[src/rtl/seg_pkg.sv]
package seg_pkg;
  localparam int SEG_COUNT = 6;
  localparam int CODE_W    = 3;

  typedef enum logic [CODE_W-1:0] {
    SEG_ES = 3'd0,
    SEG_CS = 3'd1,
    SEG_SS = 3'd2,
    SEG_DS = 3'd3,
    SEG_FS = 3'd4,
    SEG_GS = 3'd5
  } seg_code_e;
endpackage

[src/rtl/seg_mode_track.sv]
module seg_mode_track
  import seg_pkg::*;
#(
  parameter int NSEG = SEG_COUNT
) (
  input  logic              clk,
  input  logic              rst_n,
  input  logic              pfx_valid,
  input  logic [CODE_W-1:0] pfx_code,
  input  logic              stk_dflt_set,
  input  logic              insn_end,
  output logic [NSEG-1:0]   ovr_q,
  output logic              stk_q,
  output logic              bad_code
);
  logic [NSEG-1:0] hit;
  logic [NSEG-1:0] ovr_keep;
  logic            stk_keep;

  // One decode comparator per segment code.
  for (genvar i = 0; i < NSEG; i++) begin : g_hit
    assign hit[i] = pfx_valid && (pfx_code == CODE_W'(i));
  end

  assign bad_code = pfx_valid && (pfx_code >= CODE_W'(NSEG));

  // The clear applies to the instruction that is ending; new events survive it.
  assign ovr_keep = insn_end ? '0 : ovr_q;
  assign stk_keep = insn_end ? 1'b0 : stk_q;

  always_ff @(posedge clk or negedge rst_n) begin
    if (!rst_n) begin
      ovr_q <= '0;
      stk_q <= 1'b0;
    end else begin
      ovr_q <= ovr_keep | hit;
      stk_q <= stk_keep | stk_dflt_set;
    end
  end

  // a clear with no new events leaves nothing behind.
  p_clear_r7: assert property (@(posedge clk) disable iff (!rst_n)
    insn_end && !pfx_valid && !stk_dflt_set |=> (ovr_q == '0) && !stk_q);

  // a legal prefix on empty state records exactly one override.
  p_one_bit_r4: assert property (@(posedge clk) disable iff (!rst_n)
    pfx_valid && !bad_code && (ovr_q == '0) |=> $countones(ovr_q) == 1);

  // an illegal code leaves the override set untouched.
  p_bad_no_bit_r9: assert property (@(posedge clk) disable iff (!rst_n)
    pfx_valid && bad_code && !insn_end |=> $stable(ovr_q));
endmodule

[src/rtl/seg_select.sv]
module seg_select
  import seg_pkg::*;
#(
  parameter int NSEG  = SEG_COUNT,
  parameter int SEG_W = 16
) (
  input  logic [NSEG-1:0]             ovr,
  input  logic                        stk,
  input  logic                        abs_mode,
  input  logic [SEG_W-1:0]            abs_seg,
  input  logic [NSEG-1:0][SEG_W-1:0]  segs,
  output logic [SEG_W-1:0]            base,
  output logic                        multi
);
  logic [NSEG-1:0][SEG_W-1:0] masked;
  logic [SEG_W-1:0]           ovr_base;

  // Each register is gated by its own override bit; the OR is valid when one-hot.
  for (genvar i = 0; i < NSEG; i++) begin : g_mask
    assign masked[i] = segs[i] & {SEG_W{ovr[i]}};
  end

  always_comb begin
    ovr_base = '0;
    for (int i = 0; i < NSEG; i++) ovr_base = ovr_base | masked[i];
  end

  assign multi = ($countones(ovr) > 1);

  always_comb begin
    if (abs_mode)          base = abs_seg;
    else if (multi)        base = '0;
    else if (ovr != '0)    base = ovr_base;
    else if (stk)          base = segs[SEG_SS];
    else                   base = segs[SEG_DS];
  end
endmodule

[src/rtl/seg_lin_add.sv]
module seg_lin_add #(
  parameter int SEG_W = 16,
  parameter int OFF_W = 32,
  parameter int SHIFT = 4,
  parameter int LIN_W = 33
) (
  input  logic [SEG_W-1:0] base,
  input  logic [OFF_W-1:0] offset,
  output logic [LIN_W-1:0] lin
);
  function automatic logic [LIN_W-1:0] form_linear(
    input logic [SEG_W-1:0] s,
    input logic [OFF_W-1:0] o
  );
    return (LIN_W'(s) << SHIFT) + LIN_W'(o);
  endfunction

  assign lin = form_linear(base, offset);
endmodule

[src/rtl/seg_linear_former.sv]
module seg_linear_former
  import seg_pkg::*;
#(
  parameter int SEG_W = 16,
  parameter int OFF_W = 32,
  parameter int SHIFT = 4,
  localparam int LIN_W = (((SEG_W + SHIFT) > OFF_W) ? (SEG_W + SHIFT) : OFF_W) + 1
) (
  input  logic              clk,
  input  logic              rst_n,
  input  logic              pfx_valid,
  input  logic [CODE_W-1:0] pfx_code,
  input  logic              stk_dflt_set,
  input  logic              insn_end,
  input  logic [SEG_W-1:0]  seg_es,
  input  logic [SEG_W-1:0]  seg_cs,
  input  logic [SEG_W-1:0]  seg_ss,
  input  logic [SEG_W-1:0]  seg_ds,
  input  logic [SEG_W-1:0]  seg_fs,
  input  logic [SEG_W-1:0]  seg_gs,
  input  logic              acc_valid,
  input  logic [OFF_W-1:0]  acc_offset,
  input  logic              abs_mode,
  input  logic [SEG_W-1:0]  abs_seg,
  output logic [LIN_W-1:0]  lin_addr,
  output logic              halt
);
  logic [SEG_COUNT-1:0]            ovr_q;
  logic                            stk_q;
  logic                            bad_code;
  logic [SEG_COUNT-1:0][SEG_W-1:0] segs;
  logic [SEG_W-1:0]                base;
  logic                            multi;
  logic                            multi_err;
  logic                            halt_q;

  // Index order follows the prefix code.
  assign segs[SEG_ES] = seg_es;
  assign segs[SEG_CS] = seg_cs;
  assign segs[SEG_SS] = seg_ss;
  assign segs[SEG_DS] = seg_ds;
  assign segs[SEG_FS] = seg_fs;
  assign segs[SEG_GS] = seg_gs;

  seg_mode_track #(.NSEG(SEG_COUNT)) u_track (
    .clk          (clk),
    .rst_n        (rst_n),
    .pfx_valid    (pfx_valid),
    .pfx_code     (pfx_code),
    .stk_dflt_set (stk_dflt_set),
    .insn_end     (insn_end),
    .ovr_q        (ovr_q),
    .stk_q        (stk_q),
    .bad_code     (bad_code)
  );

  seg_select #(.NSEG(SEG_COUNT), .SEG_W(SEG_W)) u_select (
    .ovr      (ovr_q),
    .stk      (stk_q),
    .abs_mode (abs_mode),
    .abs_seg  (abs_seg),
    .segs     (segs),
    .base     (base),
    .multi    (multi)
  );

  seg_lin_add #(.SEG_W(SEG_W), .OFF_W(OFF_W), .SHIFT(SHIFT), .LIN_W(LIN_W)) u_add (
    .base   (base),
    .offset (acc_offset),
    .lin    (lin_addr)
  );

  // A conflict only matters when an access actually depends on selection.
  assign multi_err = acc_valid && !abs_mode && multi;

  always_ff @(posedge clk or negedge rst_n) begin
    if (!rst_n) halt_q <= 1'b0;
    else        halt_q <= halt_q | multi_err | bad_code;
  end

  assign halt = halt_q;

  // once raised, the flag holds until reset.
  p_halt_sticky_r10: assert property (@(posedge clk) disable iff (!rst_n)
    halt |=> halt);

  // an illegal prefix code is fatal.
  p_bad_halt_r9: assert property (@(posedge clk) disable iff (!rst_n)
    pfx_valid && (pfx_code > CODE_W'(SEG_GS)) |=> halt);

  // conflicting overrides at a selected access halt the block.
  p_multi_halt_r5: assert property (@(posedge clk) disable iff (!rst_n)
    acc_valid && !abs_mode && ($countones(ovr_q) > 1) |=> halt);

  // and the base falls to zero.
  p_multi_zero_r5: assert property (@(posedge clk) disable iff (!rst_n)
    acc_valid && !abs_mode && ($countones(ovr_q) > 1) |-> lin_addr == LIN_W'(acc_offset));

  // absolute access uses the supplied segment.
  p_abs_r8: assert property (@(posedge clk) disable iff (!rst_n)
    acc_valid && abs_mode |-> (lin_addr - LIN_W'(acc_offset)) == (LIN_W'(abs_seg) << SHIFT));

  // the stack default picks SS when nothing overrides it.
  p_stack_r3: assert property (@(posedge clk) disable iff (!rst_n)
    acc_valid && !abs_mode && (ovr_q == '0) && stk_q |->
      (lin_addr - LIN_W'(acc_offset)) == (LIN_W'(seg_ss) << SHIFT));
endmodule

[config.mk]
export PLATFORM = sky130hd
export DESIGN_NAME = seg_linear_former
export DESIGN_NICKNAME = d
export VERILOG_FILES = /design/src/rtl/seg_pkg.sv /design/src/rtl/seg_mode_track.sv /design/src/rtl/seg_select.sv /design/src/rtl/seg_lin_add.sv /design/src/rtl/seg_linear_former.sv
export SDC_FILE = /design/constraint.sdc
export NUM_CORES = 1
export LEC_CHECK = 0
export BUFFER_PORTS_ARGS = -buffer_cell sky130_fd_sc_hd__buf_2
export CORE_ASPECT_RATIO = 1.2
export CORE_MARGIN = 2
export CORE_UTILIZATION = 45
export DETAILED_ROUTE_END_ITERATION = 8
export GPL_TIMING_DRIVEN = 0
export HOLD_SLACK_MARGIN = 0.15
export MAX_ROUTING_LAYER = met4
export PLACE_DENSITY = 0.95
export SYNTH_ARGS = -nofsm -noshare
export SYNTH_HDL_FRONTEND = slang
export SYNTH_SLANG_ARGS = --single-unit
[constraint.sdc]
create_clock -name clk -period 7.85 [get_ports clk]
set_input_delay 1.1775 -clock clk [delete_from_list [all_inputs] [get_ports clk]]
set_output_delay 1.1775 -clock clk [all_outputs]
set_load 0.05 [all_outputs]
# Word level (Yosys, flattened, before mapping)
# Index checks and enable logic that the tools add are counted.
# op_classes
n_eq_ne	5
magnitude_cmp	2
addsub	6
reduce_logical	12
mux	6
bitwise_logic	15
# op_table
operator	count
16-bit AND	6
16-bit bitwise OR	5
32-bit adder	2
16-bit 2-to-1 mux	4
20-bit by 32-bit adder with 33-bit output	1
32-bit by 2-bit > comparator with 1-bit output (second input constant)	1
1-bit logical AND	9
1-bit by 1-bit adder with 2-bit output	3
3-bit by 2-bit == test with 1-bit output (second input constant)	2
3-bit == test (second input constant)	2
6-bit 2-to-1 mux	1
6-bit bitwise OR	1
6-bit nonzero test	1
3-bit by 1-bit == test with 1-bit output (second input constant)	1
3-bit greater-or-equal comparator (second input constant)	1
3-bit logical NOT	1
1-bit bitwise OR	3
1-bit logical NOT	1
1-bit 2-to-1 mux	1
# word_totals
elab_cells	49
out_inout_bits	34
reg_bits	8
input_bits	154

# Logic depth before layout (Yosys ltp)
# Gate-level depths: netlist (run 1).
# logic_depth
ltp_word	10
ltp_mapped	22
depth_no_buf	19

# Cells and area by module
# A second synthesis (run 1) with hierarchy kept.
# hier_totals
cells_unflattened	329
hier_area_um2	2600.0
# by_module_without_submodules
mod	cells_per_inst	area_per_inst_um2	n_inst	seq_area_each_um2
seg_select	164	1239.9	1	0.0
seg_lin_add	138	1017.2	1	0.0
seg_mode_track	23	305.3	1	175.2
seg_linear_former	4	37.5	1	25.0

# Least setup slack after synthesis (run 1)
# No wires, ideal clock.
# synth_timing
path_kind	reg2out
from	reg u_track.ovr_q[4]
to	out lin_addr[32]
t_arrival_ps	5434
required_ps	6673
slack_ps	1239
stages_incl_launch_ff	22
path_buffers	3
path_cell_list	dfrtp_1 > clkbuf_1 > clkbuf_1 > inv_1 > ha_1 > fa_1 > ha_1 > inv_1 > ha_1 > nor2b_1 > nor2b_1 > clkbuf_1 > a32o_1 > ha_1 > inv_1 > fa_1 > nor2b_1 > o31a_2 > o41ai_2 > o41a_4 > o21ai_4 > nor3b_1
# synth_between
elab_chain_cells	7
word_cells_on_any_way	11
classes_between	add/sub: 3; order compare: 1; mux: 3; bitwise: 3; reduce/logical: 1
# synth_lines
item	line	rtl
start, declared	seg_mode_track.sv:12	output logic [NSEG-1:0] ovr_q,
start signal, assigned	seg_mode_track.sv:36	ovr_q <= ovr_keep | hit;
branches (longest 4 deep; another with 32-bit adder)	-	
16-bit 2-to-1 mux *	seg_select.sv:32	else if (multi) base = '0;
16-bit 2-to-1 mux *	seg_select.sv:31	if (abs_mode) base = abs_seg;
20-bit by 32-bit adder with 33-bit output *	seg_lin_add.sv:15	return (LIN_W'(s) << SHIFT) + LIN_W'(o);
end, declared	seg_linear_former.sv:25	output logic [LIN_W-1:0] lin_addr,
# Every way passes the cells marked *.

# Final worst setup path (run 1)
# layout_timing
from	reg u_track.ovr_q[3]
to	out lin_addr[16]
# layout_between
elab_chain_cells	8
word_cells_on_any_way	13
classes_between	add/sub: 4; order compare: 1; mux: 3; bitwise: 4; reduce/logical: 1
# layout_lines
item	line
branches (longest 5 deep; another with 32-bit adder)	-
16-bit 2-to-1 mux *	seg_select.sv:32
16-bit 2-to-1 mux *	seg_select.sv:31
20-bit by 32-bit adder with 33-bit output *	seg_lin_add.sv:15
# Marked as above.

==> impl_metrics.tcl, run 1 <==
set metrics [dict create \
    routed_via_density 6.184 \
    wire_per_inst_microns 17.67 \
    synth.most_common_cell "nand2_1" \
    peakVddDrop_mv 0.1574 \
    portBuffers 182 \
    timing.rr.end "halt" \
    instances_no_fill 583 \
    cts_buffers 3 \
    slew_viol_final 0 \
    htree_levels 1 \
    maxCapViolCount 0 \
    leakagePower_nw 1.806 \
    cts-resized-gates 0 \
    grt_max_degree 11 \
    swShare_pct 59.57 \
    rrSetupSlack_ps 4910 \
    syn_inst 334 \
    crit_start "u_track.ovr_q[3]" \
    place.gp.congestion 0.9465 \
    n_antenna_cell 0 \
    post_cts_buffers 0 \
    tightest_slew_ps 685.2 \
    grt_antenna_before_repair 0 \
    synthTopCellsByCount "34 x nand2_1, 32 x a22oi_1, 25 x ha_1" \
    path_class "reg -> out" \
    clk_pin_slew_ps 40 \
    status "finished, final reports clean" \
    yosysWarnings 0 \
    drive_above_1_share_pct 37.96 \
    die_w_microns 72.69 \
    dr.pass1.iters 8 \
    power_w 0.0006084 \
    finalNetCount 703 \
    die_area_sq_um 6281 \
    required_ps 6670 \
    combPwrFrac_pct 84.7 \
    yosysUniqueCellTypes 49 \
    hold_start "halt" \
    power_switching_w 0.0003624 \
    setup_tns_ps 0 \
    p_int_w 0.0002460 \
    grt_pass1_vias 3310 \
    finalWirelength_mm 10.30 \
    crit_arrival_ps 6180 \
    rr_startpoint "u_track.ovr_q[3]" \
    grt_pass1_wl_mm 15.22 \
    avgSynthCellArea_sq_um 7.627 \
    synth.yosys.seq_area_share_pct 7.859 \
    core-area_sq_um 5555 \
    hold_class "reg -> reg" \
    setup_viol 0 \
    ios 188 \
    async_reset_ff_share_pct 100.0 \
    synth.area.top_cells "ha_1 12%, a22oi_1 9.4%, dfrtp_1 7.9%" \
    ys.flop_type "dfrtp_1" \
    synth_edf_count 0 \
    drcViolationCount 0 \
    dr.first_iter.drc_count 326 \
    yosysTopAreaCellShare_pct 12.28 \
    cp_slowest_cell "clkbuf_1" \
    power_density_nw_per_um2 170.0 \
    root_buffer "clkbuf_8" \
    yosysTopAreaCell "ha_1" \
    power_frac_clock_pct 8.0 \
    rows 30 \
    fmax_mhz 136.0 \
    startpoint_type "register" \
    tritoncts "built" \
    end_kind "output pin" \
    track_usage_pct 31.84 \
    dp_cells 580 \
    min_period_ps 7355 \
    cts_buffer_depth 2 \
    skew_ps 4.722 \
    cp_max_fo 10 \
    max_stage_delay_ps 530 \
    holdBufCountCts 0 \
    min_path_cells 2 \
    route.vias.total 3605 \
    hpwl_mm 8.377 \
    holdPathEnd "halt" \
    cts_sinks 8 \
    p_seq_share_pct 7.3 \
    slew_headroom_pct 54.32 \
    rsz0062_at_grt "false" \
    layout_worst_path_cycle_share_pct 93.70 \
    start_util_pct 45.86 \
    synthesis.nets 516 \
    overflow 0 \
    ys_ff_latch 8 \
    ant_nets 0 \
    clock_latency_ps 230 \
    ff2ff_path_depth 10 \
    hold_viol_final 0 \
    areaGrowthSynthToFinish_pct 40.52 \
    syn-cell-area_sq_um 2547 \
    chipHeight_microns 86.42 \
    crit_chain "clkbuf_1 -> clkbuf_1 -> inv_1 -> ha_1 -> fa_1 -> ha_1 -> inv_1 -> ha_1 -> nor2b_1 -> nor2b_1 -> clkbuf_1 -> clkbuf_1 -> a32o_1 -> ha_1 -> nor2b_1 -> o31a_2 -> o21ai_0 -> nand2b_1 -> a221oi_1 -> o21ai_0 -> xor2_1 -> buf_2" \
]
## layout make-up
class                   count  area (sq um)
fillers                   507          1976
multi-input cells         283          2170
repair buffers            182         910.9
inverters                  14         52.55
clock buffers               3         41.29
plain buffers              29         125.1
flip-flops and latches      8         200.2
well taps                  64         80.08
## power by group through the flow
stage | sequential, W | combinational, W | clock (W)
floorplan | 0.0000449 | 0.000372 | 0
global placement | 0.0000450 | 0.000501 | 0
detailed placement | 0.0000450 | 0.000509 | 0
CTS | 0.0000445 | 0.000511 | 0.0000489
global route | 0.0000447 | 0.000546 | 0.0000510
finish | 0.0000445 | 0.000515 | 0.0000485
## critical path: cells and delay by family, from the launching register on
kind,cells,cell delay (ps)
compound gates,5,1290
xor+xnor,1,160
fa+ha+maj,5,1360
buf+inv,7,2180
flops,1,330
simple gates,4,620
## placed cells by master (no fill, tap or decap), types with 5 or more instances in the layout
cell type / Yosys / final
dfrtp_1: 8 / 8
a22oi_1: 32 / 32
xnor2_1: 9 / 9
xor2_1: 9 / 9
a21o_1: 7 / 7
o21ai_0: 13 / 13
a221oi_1: 17 / 17
and3_1: 5 / 5
a21oi_1: 10 / 10
nor2_1: 11 / 11
clkbuf_1: 23 / 23
o22ai_1: 5 / 5
nand2b_1: 7 / 7
a32o_1: 16 / 16
inv_1: 14 / 14
nand3_1: 21 / 21
buf_2: 1 / 183
ha_1: 25 / 25
mux2i_1: 17 / 17
nand2_1: 34 / 34
## worst max path at each step
stage	endpoint	depth (start not counted)
6_report	lin_addr[16]	22
5_1_grt	lin_addr[13]	22
4_1_cts	lin_addr[13]	22
3_5_place_dp	lin_addr[13]	22
3_3_place_gp	lin_addr[13]	22
2_1_floorplan	lin_addr[32]	21
## cells by family after synthesis
logic type | share of synthesized area (%)
AO/OA/AOI/OAI | 39.39
AND/OR/NAND/NOR | 18.27
buffers and inverters | 6.974
adder cells (fa/ha/maj) | 14.64
XOR/XNOR | 6.189
multiplexers | 6.680
flip-flops | 7.858
## per-layer routing
metal / global-route usage, % / part of all wire, % / vias up
li1: - / - / 1670
met2: 57.69 / 51 / 231
met5: - / 0 / -
met4: 9.596 / 2.2 / 0
met1: 35.35 / 39 / 1679
met3: 5.116 / 8.5 / 25
## flip-flops by register name, summed over array words and instances, names as in the netlist
| signal | cells |
|---|---|
| u_track.stk_q | 1 |
| u_track.ovr_q | 6 |
| halt | 1 |
## stage by stage
step	cell area [sq um]	hold WS (ps)	util (%)	setup slack (ps)
after floorplan	2547	763.9	-	1239
after global placement	3538	489.2	63.69	941.2
after detailed placement	3538	489.9	63.69	844.7
after CTS	3580	498.6	64.44	566.8
after global routing	3580	537.0	64.44	135.1
final	3580	503.1	64.44	494.6
Note: power is estimated with default switching activity, not from simulation.
==> inputs of run 2 (changes only) <==
- CORE_UTILIZATION: 45 -> 46
- SLEW_MARGIN: default -> 20
- SYNTH_HIERARCHICAL: default -> 1
==> run 2 against run 1 <==
Synthesized cell count shrank 1.5%; worst hold slack lost 20 ps; global-route usage grew 0.69 points; register-to-register slack gained 40 ps; flip-flop and latch count is the same; count of clock-buffer cells in the layout is the same; total power shrank 3.7%; first-iteration DRC count shrank 46%; combinational power shrank 5.2%; maximum frequency grew 5.2%; worst setup slack gained 360 ps; routed wire length shrank 1.4%; critical endpoint is now lin_addr[24]; largest cell class unchanged.
==> impl_metrics.tcl, run 2 <==
set metrics [dict create \
    place.gp.congestion 0.9370 \
    largest_reg_flops 6 \
    synth.yosys.seq_area_share_pct 7.700 \
    ff2ff_path_depth 9 \
    holdPathEnd "u_track/stk_q" \
    syn_inst 329 \
    ant_nets 0 \
    cp_max_fo 10 \
    hold_class "reg -> reg" \
    synth_adder_area_share_pct 11.26 \
    overflow 0 \
    power_frac_clock_pct 9.0 \
    ios 188 \
    drcViolationCount 0 \
    setup_tns_ps 0 \
    clk_pin_slew_ps 40 \
    grt_pass1_vias 3370 \
    peakVddDrop_mv 0.1260 \
    crit_chain "buf_2 -> buf_1 -> inv_1 -> fa_1 -> nor2_1 -> fa_1 -> nor3_2 -> clkbuf_1 -> nand4_1 -> o211ai_2 -> ha_1 -> and3_1 -> and3_1 -> a311oi_2 -> o31a_1 -> nor3b_1 -> xor2_1 -> buf_2" \
    regArea_sq_um 200.2 \
    place_area_sq_um 3596 \
    routed_via_density 6.000 \
    rrSetupSlack_ps 4950 \
    fmax_mhz 143.0 \
    yosysTopAreaCellShare_pct 13.86 \
    cp_slowest_cell "a311oi_2" \
    grt_util_met2_pct 59.67 \
    busiest_layer "met2" \
    drive_above_1_share_pct 46.99 \
    min_period_ps 6992 \
    status "finished, final reports clean" \
    p_int_w 0.0002374 \
    groute.layer.met3.usage_pct 2.791 \
    die_w_microns 72.63 \
    yosys.area_share.simple_pct 22.67 \
    n_antenna_cell 0 \
    grt_max_degree 11 \
    start_util_pct 46.80 \
    leakagePower_nw 1.779 \
    cts_buffer_depth 2 \
    synthXorXnorAreaFrac_pct 8.758 \
    post_cts_buffers 0 \
    htree_levels 1 \
    areaGrowthSynthToFinish_pct 39.89 \
    root_buffer "clkbuf_8" \
    timing.rr.end "halt" \
    avgSynthCellArea_sq_um 7.903 \
    dp_worst_setup_slack_ps 1219 \
    layout_worst_path_cycle_share_pct 89.07 \
    power_switching_w 0.0003485 \
    yosysUniqueCellTypes 54 \
    route.vias.total 3474 \
    holdBufCountCts 0 \
    chipHeight_microns 86.36 \
    grt_pass1_wl_mm 15.78 \
    synth_top_family_by_area "compound AO/OA/AOI/OAI gates" \
    startpoint_type "register" \
    slew_viol_final 0 \
    yosysWarnings 6 \
    hold_viol_final 0 \
    required_ps 6670 \
    cts-resized-gates 0 \
    track_usage_pct 32.53 \
    yosysTopAreaCell "a22oi_1" \
    gr-usage-met1_pct 36.71 \
    tightest_slew_ps 655.0 \
    die_area_sq_um 6272 \
    largest-register "u_track/ovr_q" \
    grt_antenna_before_repair 0 \
    p_seq_share_pct 7.7 \
    power_density_nw_per_um2 161.1 \
    wire_per_inst_microns 17.55 \
    synth.area.mux_share_pct 6.930 \
    finalWirelength_mm 10.16 \
    dr.pass1.iters 5 \
    num-fill-cells 503 \
    multi_input_area_sq_um 2185 \
    synthTopCellsByCount "48 x a22oi_1, 33 x nand2_1, 20 x nand4_1" \
    swShare_pct 59.49 \
    synth-compound-area-share_pct 34.41 \
    ys_ff_latch 8 \
    dr.first_iter.drc_count 176 \
    most-common-layout-cells "189 x buf_2, 48 x a22oi_1, 33 x nand2_1" \
    layout_setup_ws_ps 858.2 \
    core-area_sq_um 5555 \
    hpwl_mm 8.545 \
    hold_start "u_track/stk_q" \
    maxCapViolCount 0 \
    min_path_cells 1 \
    rsz0062_at_grt "false" \
    synth.most_common_cell "a22oi_1" \
    async_reset_ff_share_pct 100.0 \
    cts_sinks 8 \
    end_kind "output pin" \
    path_buf_inv 5 \
    synth.area.top_cells "a22oi_1 14%, ha_1 8.2%, dfrtp_1 7.7%" \
    final_area_sq_um 3637 \
    ys.flop_type "dfrtp_1" \
    synth_edf_count 0 \
    rr_startpoint "u_track/ovr_q[5]" \
    max_stage_delay_ps 470 \
    path_class "reg -> out" \
    skew_ps 1.378 \
    finalNetCount 692 \
    combPwrFrac_pct 83.3 \
    syn-cell-area_sq_um 2600 \
    setup_viol 0 \
    cts_buffers 3 \
    rows 30 \
    synthesis.nets 504 \
    slew_headroom_pct 56.34 \
    portBuffers 183 \
    layout_commonest_cell "buf_2" \
    crit_arrival_ps 5810 \
    final_util_pct 65.47 \
    clock_latency_ps 240 \
    cpLargestDelayFamily "buffers and inverters" \
    tritoncts "built" \
]
-- run 2: worst max-delay path by stage --
stage	startpoint	endpoint	cells past startpoint	slack [ps]
final	u_track/ovr_q[5]	lin_addr[24]	18	860
after global routing	u_track/ovr_q[5]	lin_addr[30]	19	590
after CTS	u_track/ovr_q[5]	lin_addr[24]	18	960
after detailed placement	u_track/ovr_q[5]	lin_addr[24]	18	1220
after global placement	u_track/ovr_q[5]	lin_addr[30]	18	1340
after floorplan	u_track/ovr_q[0]	lin_addr[32]	15	1210
-- run 2: metal layers --
layer / vias up / wire length [microns] / share of wire, %
met3: 30 / 869 / 8.6
li1: 1640 / - / -
met2: 195 / 5313 / 52
met1: 1609 / 3731 / 37
met5: - / 0 / 0
met4: 0 / 248 / 2.4
-- run 2: layout make-up --
class | count | share of cell area (%)
buffer | 26 | 4.162
clock buffer | 3 | 1.135
inverter | 17 | 1.754
multi-input combinational | 278 | 60.06
sequential | 8 | 5.504
tap | 64 | 2.202
timing repair buffer | 183 | 25.18
-- run 2: cells by family after synthesis --
group,after synthesis
AO/OA/AOI/OAI,112
buffers and inverters,43
AND/OR/NAND/NOR,103
flip-flops,8
multiplexers,16
adder cells (fa/ha/maj),21
XOR/XNOR,26
-- run 2: power groups by stage --
stage	combinational, W	sequential (W)	clock (W)
after floorplan	0.000354	0.0000453	0
after global placement	0.000476	0.0000455	0
after detailed placement	0.000484	0.0000457	0
after CTS	0.000485	0.0000452	0.0000534
after global routing	0.000518	0.0000455	0.0000567
final	0.000488	0.0000452	0.0000525
-- run 2: worst register-to-register path: stages, from the launching register on --
cell,delay [ps]
dfrtp_1,350
buf_2,290
buf_1,470
inv_1,130
fa_1,460
nor2_1,140
fa_1,460
or2_2,350
nand2_1,80
o21ai_1,60
-- run 2: through the flow --
step / instances / power, W / hold slack, ps
after CTS: 579 / 0.0005838 / 485.4
after detailed placement: 576 / 0.0005299 / 475.6
final: 579 / 0.0005859 / 482.9
after floorplan: 329 / 0.0003995 / 447.7
after global routing: 579 / 0.0006205 / 513.4
after global placement: 576 / 0.0005217 / 457.0
